$ cat config.mk
export PLATFORM = sky130hd
export DESIGN_NAME = flash_ctl_reg
export DESIGN_NICKNAME = d
export VERILOG_FILES = /design/src/rtl/fcr_pkg.sv /design/src/rtl/fcr_lane_mask.sv /design/src/rtl/fcr_key_seq.sv /design/src/rtl/fcr_irq.sv /design/src/rtl/flash_ctl_reg.sv
export SDC_FILE = /design/constraint.sdc
export NUM_CORES = 1
export LEC_CHECK = 0
export CAP_MARGIN = 10
export CELL_PAD_IN_SITES_DETAIL_PLACEMENT = 2
export CELL_PAD_IN_SITES_GLOBAL_PLACEMENT = 2
export CORE_MARGIN = 10
export CORE_UTILIZATION = 26
export CTS_CLUSTER_DIAMETER = 120
export DETAILED_ROUTE_END_ITERATION = 12
export PLACE_DENSITY_LB_ADDON = 0.3
export SLEW_MARGIN = 20
export SYNTH_ARGS = -nofsm -noshare
export SYNTH_HDL_FRONTEND = slang
export SYNTH_SLANG_ARGS = --single-unit
$ cat constraint.sdc
create_clock -name clk -period 5.3 [get_ports clk]
set_clock_uncertainty 0.15 [all_clocks]
set_input_delay 1.325 -clock clk [delete_from_list [all_inputs] [get_ports clk]]
set_output_delay 1.325 -clock clk [all_outputs]
set_load 0.01 [all_outputs]
$ cat src/rtl/fcr_pkg.sv
package fcr_pkg;

    localparam int WORD_W = 32;
    localparam int PAGE_W = 8;

    // bit positions of the control word
    localparam int B_LOCK     = 31;
    localparam int B_OPTLOCK  = 30;
    localparam int B_RELOAD   = 27;
    localparam int B_IE_LO    = 24;
    localparam int B_FAST     = 18;
    localparam int B_OSTART   = 17;
    localparam int B_START    = 16;
    localparam int B_MER2     = 15;
    localparam int B_BANK     = 11;
    localparam int B_PAGE_LO  = 3;
    localparam int B_MER1     = 2;
    localparam int B_PER      = 1;
    localparam int B_PG       = 0;
    localparam int IE_N       = 3;

    typedef enum logic [1:0] {
        KS_IDLE   = 2'd0,
        KS_ARMED  = 2'd1,
        KS_FAILED = 2'd2
    } key_state_e;

    typedef struct packed {
        logic              lock;
        logic              opt_lock;
        logic              reload;
        logic [IE_N-1:0]   ien;      // [2]=rderr [1]=operr [0]=eop
        logic              fast;
        logic              opt_start;
        logic              start;
        logic              mer2;
        logic              bank;
        logic [PAGE_W-1:0] page;
        logic              mer1;
        logic              per;
        logic              pg;
    } ctl_fields_t;

    localparam ctl_fields_t CTL_RESET = '{lock: 1'b1, opt_lock: 1'b1, default: '0};

    function automatic logic [WORD_W-1:0] pack_word(input ctl_fields_t f);
        logic [WORD_W-1:0] w;
        w = '0;
        w[B_LOCK]                       = f.lock;
        w[B_OPTLOCK]                    = f.opt_lock;
        w[B_RELOAD]                     = f.reload;
        w[B_IE_LO +: IE_N]              = f.ien;
        w[B_FAST]                       = f.fast;
        w[B_OSTART]                     = f.opt_start;
        w[B_START]                      = f.start;
        w[B_MER2]                       = f.mer2;
        w[B_BANK]                       = f.bank;
        w[B_PAGE_LO +: PAGE_W]          = f.page;
        w[B_MER1]                       = f.mer1;
        w[B_PER]                        = f.per;
        w[B_PG]                         = f.pg;
        return w;
    endfunction

endpackage

$ cat src/rtl/fcr_lane_mask.sv
module fcr_lane_mask #(
    parameter int LANES  = 4,
    parameter int LANE_W = 8,
    localparam int MASK_W = LANES * LANE_W
) (
    input  logic [LANES-1:0]  be_i,
    output logic [MASK_W-1:0] mask_o
);
    for (genvar ln = 0; ln < LANES; ln++) begin : g_lane
        assign mask_o[ln*LANE_W +: LANE_W] = {LANE_W{be_i[ln]}};
    end
endmodule

$ cat src/rtl/fcr_key_seq.sv
module fcr_key_seq #(
    parameter int               KEY_W      = 32,
    parameter logic [KEY_W-1:0] KEY_FIRST  = '0,
    parameter logic [KEY_W-1:0] KEY_SECOND = '1
) (
    input  logic             clk,
    input  logic             rst_n,
    input  logic             armed_i,   // lock closed and eligible for opening
    input  logic             key_wr_i,
    input  logic             key_full_i,
    input  logic [KEY_W-1:0] key_data_i,
    output logic             unlock_o,
    output logic             failed_o
);
    import fcr_pkg::*;

    typedef struct packed {
        key_state_e st;
    } seq_state_t;

    seq_state_t s_d, s_q;

    always_comb begin
        s_d      = s_q;
        unlock_o = 1'b0;
        if (armed_i && key_wr_i) begin
            unique case (s_q.st)
                KS_IDLE: begin
                    if (key_full_i && key_data_i == KEY_FIRST) s_d.st = KS_ARMED;
                    else                                       s_d.st = KS_FAILED;
                end
                KS_ARMED: begin
                    if (key_full_i && key_data_i == KEY_SECOND) begin
                        s_d.st   = KS_IDLE;
                        unlock_o = 1'b1;
                    end else begin
                        s_d.st = KS_FAILED;
                    end
                end
                default: s_d.st = KS_FAILED;
            endcase
        end
    end

    always_ff @(posedge clk or negedge rst_n) begin
        if (!rst_n) s_q <= '{st: KS_IDLE};
        else        s_q <= s_d;
    end

    assign failed_o = (s_q.st == KS_FAILED);
endmodule

$ cat src/rtl/fcr_irq.sv
module fcr_irq #(
    parameter int N = 3
) (
    input  logic [N-1:0] flag_i,
    input  logic [N-1:0] en_i,
    output logic         irq_o
);
    logic [N-1:0] hit;
    for (genvar i = 0; i < N; i++) begin : g_src
        assign hit[i] = flag_i[i] & en_i[i];
    end
    assign irq_o = |hit;
endmodule

$ cat src/rtl/flash_ctl_reg.sv
module flash_ctl_reg #(
    parameter int          ADDR_W      = 4,
    parameter int          DATA_W      = 32,
    parameter logic [3:0]  CTRL_ADDR   = 4'h0,
    parameter logic [3:0]  KEY_ADDR    = 4'h4,
    parameter logic [3:0]  OPTKEY_ADDR = 4'h8,
    parameter logic [31:0] MKEY_A      = 32'h4567_0123,
    parameter logic [31:0] MKEY_B      = 32'hCDEF_89AB,
    parameter logic [31:0] OKEY_A      = 32'h0819_2A3B,
    parameter logic [31:0] OKEY_B      = 32'h4C5D_6E7F,
    localparam int         STRB_W      = DATA_W / 8,
    localparam int         PG_W        = fcr_pkg::PAGE_W
) (
    input  logic              clk,
    input  logic              rst_n,
    input  logic              req_valid,
    input  logic              req_write,
    input  logic [ADDR_W-1:0] req_addr,
    input  logic [STRB_W-1:0] req_be,
    input  logic [DATA_W-1:0] req_wdata,
    output logic              rsp_valid,
    output logic [DATA_W-1:0] rsp_rdata,
    input  logic              busy_i,
    input  logic              op_done_i,
    input  logic              opt_load_done_i,
    input  logic              rderr_flag_i,
    input  logic              operr_flag_i,
    input  logic              eop_flag_i,
    output logic              prog_o,
    output logic              page_erase_o,
    output logic              mass_erase1_o,
    output logic              mass_erase2_o,
    output logic [PG_W-1:0]   page_o,
    output logic              bank_o,
    output logic              fast_prog_o,
    output logic              op_start_o,
    output logic              opt_start_o,
    output logic              opt_reload_o,
    output logic              rderr_ie_o,
    output logic              operr_ie_o,
    output logic              eop_ie_o,
    output logic              irq_o
);
    import fcr_pkg::*;

    typedef struct packed {
        ctl_fields_t       f;
        logic              rvalid;
        logic [DATA_W-1:0] rdata;
    } top_state_t;

    top_state_t r_d, r_q;

    logic [DATA_W-1:0] wmask;
    logic [DATA_W-1:0] wset;
    logic [DATA_W-1:0] merged;
    logic              main_lock, opt_lock;
    logic              main_unlock, opt_unlock;
    logic              main_failed, opt_failed;
    logic              wr_ctrl, wr_key, wr_optkey, full_word;

    assign main_lock = r_q.f.lock;
    assign opt_lock  = r_q.f.opt_lock;

    fcr_lane_mask #(.LANES(STRB_W), .LANE_W(8)) u_mask (
        .be_i   (req_be),
        .mask_o (wmask)
    );

    assign full_word = &req_be;
    assign wr_ctrl   = req_valid && req_write && (req_addr == CTRL_ADDR);
    assign wr_key    = req_valid && req_write && (req_addr == KEY_ADDR);
    assign wr_optkey = req_valid && req_write && (req_addr == OPTKEY_ADDR);

    fcr_key_seq #(.KEY_W(DATA_W), .KEY_FIRST(MKEY_A), .KEY_SECOND(MKEY_B)) u_main_keys (
        .clk        (clk),
        .rst_n      (rst_n),
        .armed_i    (main_lock),
        .key_wr_i   (wr_key),
        .key_full_i (full_word),
        .key_data_i (req_wdata),
        .unlock_o   (main_unlock),
        .failed_o   (main_failed)
    );

    fcr_key_seq #(.KEY_W(DATA_W), .KEY_FIRST(OKEY_A), .KEY_SECOND(OKEY_B)) u_opt_keys (
        .clk        (clk),
        .rst_n      (rst_n),
        .armed_i    (opt_lock && !main_lock),
        .key_wr_i   (wr_optkey),
        .key_full_i (full_word),
        .key_data_i (req_wdata),
        .unlock_o   (opt_unlock),
        .failed_o   (opt_failed)
    );

    // lane-merged image for read/write fields, raw set image for set-only bits
    assign merged = (pack_word(r_q.f) & ~wmask) | (req_wdata & wmask);
    assign wset   = req_wdata & wmask;

    always_comb begin
        r_d        = r_q;
        r_d.rvalid = req_valid && !req_write;
        r_d.rdata  = (req_valid && !req_write && req_addr == CTRL_ADDR)
                     ? pack_word(r_q.f) : '0;

        if (wr_ctrl && !main_lock) begin
            if (wset[B_LOCK])    r_d.f.lock     = 1'b1;
            if (wset[B_OPTLOCK]) r_d.f.opt_lock = 1'b1;
            if (wset[B_RELOAD] && !opt_lock) r_d.f.reload = 1'b1;
            r_d.f.ien = merged[B_IE_LO +: IE_N];
            if (!busy_i) begin
                r_d.f.fast = merged[B_FAST];
                r_d.f.mer2 = merged[B_MER2];
                r_d.f.bank = merged[B_BANK];
                r_d.f.page = merged[B_PAGE_LO +: PAGE_W];
                r_d.f.mer1 = merged[B_MER1];
                r_d.f.per  = merged[B_PER];
                r_d.f.pg   = merged[B_PG];
                if (wset[B_START])                r_d.f.start     = 1'b1;
                if (wset[B_OSTART] && !opt_lock)  r_d.f.opt_start = 1'b1;
            end
        end

        if (main_unlock) r_d.f.lock     = 1'b0;
        if (opt_unlock)  r_d.f.opt_lock = 1'b0;

        if (op_done_i) begin
            r_d.f.start     = 1'b0;
            r_d.f.opt_start = 1'b0;
        end
        if (opt_load_done_i) r_d.f.reload = 1'b0;
    end

    always_ff @(posedge clk or negedge rst_n) begin
        if (!rst_n) r_q <= '{f: CTL_RESET, rvalid: 1'b0, rdata: '0};
        else        r_q <= r_d;
    end

    fcr_irq #(.N(IE_N)) u_irq (
        .flag_i ({rderr_flag_i, operr_flag_i, eop_flag_i}),
        .en_i   (r_q.f.ien),
        .irq_o  (irq_o)
    );

    assign rsp_valid     = r_q.rvalid;
    assign rsp_rdata     = r_q.rdata;
    assign prog_o        = r_q.f.pg;
    assign page_erase_o  = r_q.f.per;
    assign mass_erase1_o = r_q.f.mer1;
    assign mass_erase2_o = r_q.f.mer2;
    assign page_o        = r_q.f.page;
    assign bank_o        = r_q.f.bank;
    assign fast_prog_o   = r_q.f.fast;
    assign op_start_o    = r_q.f.start;
    assign opt_start_o   = r_q.f.opt_start;
    assign opt_reload_o  = r_q.f.reload;
    assign rderr_ie_o    = r_q.f.ien[2];
    assign operr_ie_o    = r_q.f.ien[1];
    assign eop_ie_o      = r_q.f.ien[0];

    logic unused_ok;
    assign unused_ok = ^{opt_failed, merged[31:27], merged[23:19], merged[17:16],
                         merged[14:12], wset[29:28], wset[26:19], wset[15:0]};
endmodule

==> run summary <==
Setup crit end kind = output pin
Buffers on Ports = 93
Max Buffers Root-to-Sink = 2
First-pass GRT wire length = 11600 um
Clock Latency Late Sink = 300 ps
Crit start category = input port
Starting density of the core = 27.1%
Core area = 7850 um^2
Crit path buffers/inverters = 3
Number of synthesized flops with an enable pin = 0
RSZ-0062 raised after global routing = no
Peak VDD IR = 0.000157 V
Global Route Usage Sum = 12.6%
Worst path slowest cell = clkdlybuf4s50_1
Max_cap viols = 0
Ys Warns = 0
Pre-CTS setup slack = 1180 ps
Final GP Congestion = 0.691
Synth area leaders = dfrtp_1, mux2_2, and2_1
Finished Core Util = 41.8%
TNS Setup = 0 ps
Drt drc = 0
Die outline width = 110 um
HP Class = flop to flop
CTS tree = done
Status = finished clean
Nets = 330
Max-slew headroom = 56.8%
Detail Route Antenna Nets = 0
Placed insts = 375
Drt total wl = 7680 um
Final worst setup slack = 1180 ps
Synth Cell Area = 2120 um^2
CP most frequent cell = clkdlybuf4s50_1
Chip height = 110 um
Max frequency = 243 MHz
DR iter-0 viols = 37
H-tree Lvls = 2
Post-CTS setup buffers = 0
Finish-stage setup viols = 0
WP data required = 3830 ps
CTS buffer count = 5
Vias in the first global route = 1973
Clk sinks = 49
Most frequent cells in the layout = clkdlybuf4s50_1, dfrtp_1, and2_1, mux2_2, nand2_1
CP Class = input port to output pin
Synth top area share = 55.4%
Reg clk slew, reported paths = 100 ps
PD cells = 261 nW/um^2
Vias per inst = 4.58
CTS root buf = clkbuf_8
N_diodes = 0
Synth-to-layout area growth = 54.6%
Drt pass-1 iters = 4
Detail Placement HPWL = 6270 um
Post-synth ARST share = 100%
Synthesis-stage register bit count = 49
Main synth FF type = dfrtp_1
Power, Total = 0.856 mW
Critical path peak fanout = 1
Post-cts sizing count = 0
Antenna violations before repair = 0
Site Rows = 32
Post-layout minimum cycle time = 4120 ps
Lkg Pwr = 1.43 nW
Synth area leader = dfrtp_1
Wire length per cell = 20.0 um
CTS Hold Bufs = 0
Sequential share of the synthesized area = 57.9%
Vias = 1753
Cells after Synth = 182
I/O pin total = 104
Grt ovf = 0
CP arrival = 2650 ps
Max incr delay on CP = 500 ps
Most common cell after layout, fill and taps aside = clkdlybuf4s50_1
Distinct cells, synth = 37
Max Slew Vio Count = 0
Worst-path cell chain = clkdlybuf4s50_1 > a222oi_1 > inv_1 > clkdlybuf4s50_1
Worst Max-Slew Pin Slew = 648 ps
Critical path's top delay family = buffers and inverters
Die ar. = 12200 um^2
Syn_area_per_cell = 11.7 um^2
Fin. Hold Viols = 0
Final worst-path cycle share = 77.8%
Largest net degree at the start of global routing = 50
Fin cells = 383
Share of cells above drive strength 1 = 13.9%
report_power, final:
part	switching [mW]	leakage, nW	internal, mW
sequential	0.0128	0.664	0.392
clock	0.136	0.0687	0.190
combinational	0.0544	0.701	0.0713
routing by layer:
metal	wire, um	track usage, %	up-vias	part of all wire, %
met2	4200	24.0	50	55
met1	2900	13.7	885	38
met4	56	2.75	0	0.73
met5	0	0	-	0
li1	-	-	814	-
met3	513	3.19	4	6.7
cell type report:
| class | instances | area [um^2] |
|---|---|---|
| Tap cell | 102 | 128 |
| Inverter | 4 | 15.0 |
| Clock buffer | 5 | 68.8 |
| Sequential cell | 49 | 1230 |
| Multi-Input combinational cell | 125 | 832 |
| Clock inverter | 3 | 68.8 |
| Timing Repair Buffer | 95 | 941 |
| Fill cell | 847 | 4570 |
through the flow:
stage / hold slack, ps / cell area [um^2]
floorplan: 332 / 2160
global placement: 334 / 3140
detailed placement: 347 / 3140
CTS: 372 / 3280
global route: 395 / 3280
finish: 367 / 3280
path summary, 6_finish.rpt:
path | start | endpoint | slack, ps | cells past startpoint
min in group asynchronous | rst_n | asynchronous set/reset pin | 970 | 2
worst max-delay path | eop_flag_i | irq_o | 1180 | 4
worst max register to register | main_lock$_DFFE_PN1P_ | u_opt_keys.s_q[0]$_DFFE_PN0P_ | 3250 | 5
max in group asynchronous | rst_n | rsp_rdata[16]$_DFF_PN0_ | 3590 | 2
worst min register to register | flop | rsp_rdata[0]$_DFF_PN0_ | 370 | 1
worst min-delay path | flop | rsp_rdata[0]$_DFF_PN0_ | 370 | 1
synth_stat cells, types with 2 or more instances:
master     n
dfrtp_1   47
nor3_1     4
nor2_1    13
dfstp_2    2
mux2_2    14
a21oi_1    6
or4_1      2
nor4_1     6
nand2_1   14
inv_1      4
clkbuf_1   3
and2_1    23
a31oi_1    3
nand4b_1   2
nand3_1    5
nand4_1    4
buf_4     10
cell families (layout without fill, tap and decap cells):
group / after synthesis / in the layout / synth area share, %
compound gates: 13 / 13 / 3.95
buf+inv: 17 / 107 / 4.77
mux: 14 / 14 / 7.42
simple gates: 88 / 88 / 25.8
flops: 49 / 49 / 57.9
other cells: 1 / 10 / 0.177
(Power assumes the default switching activity.)
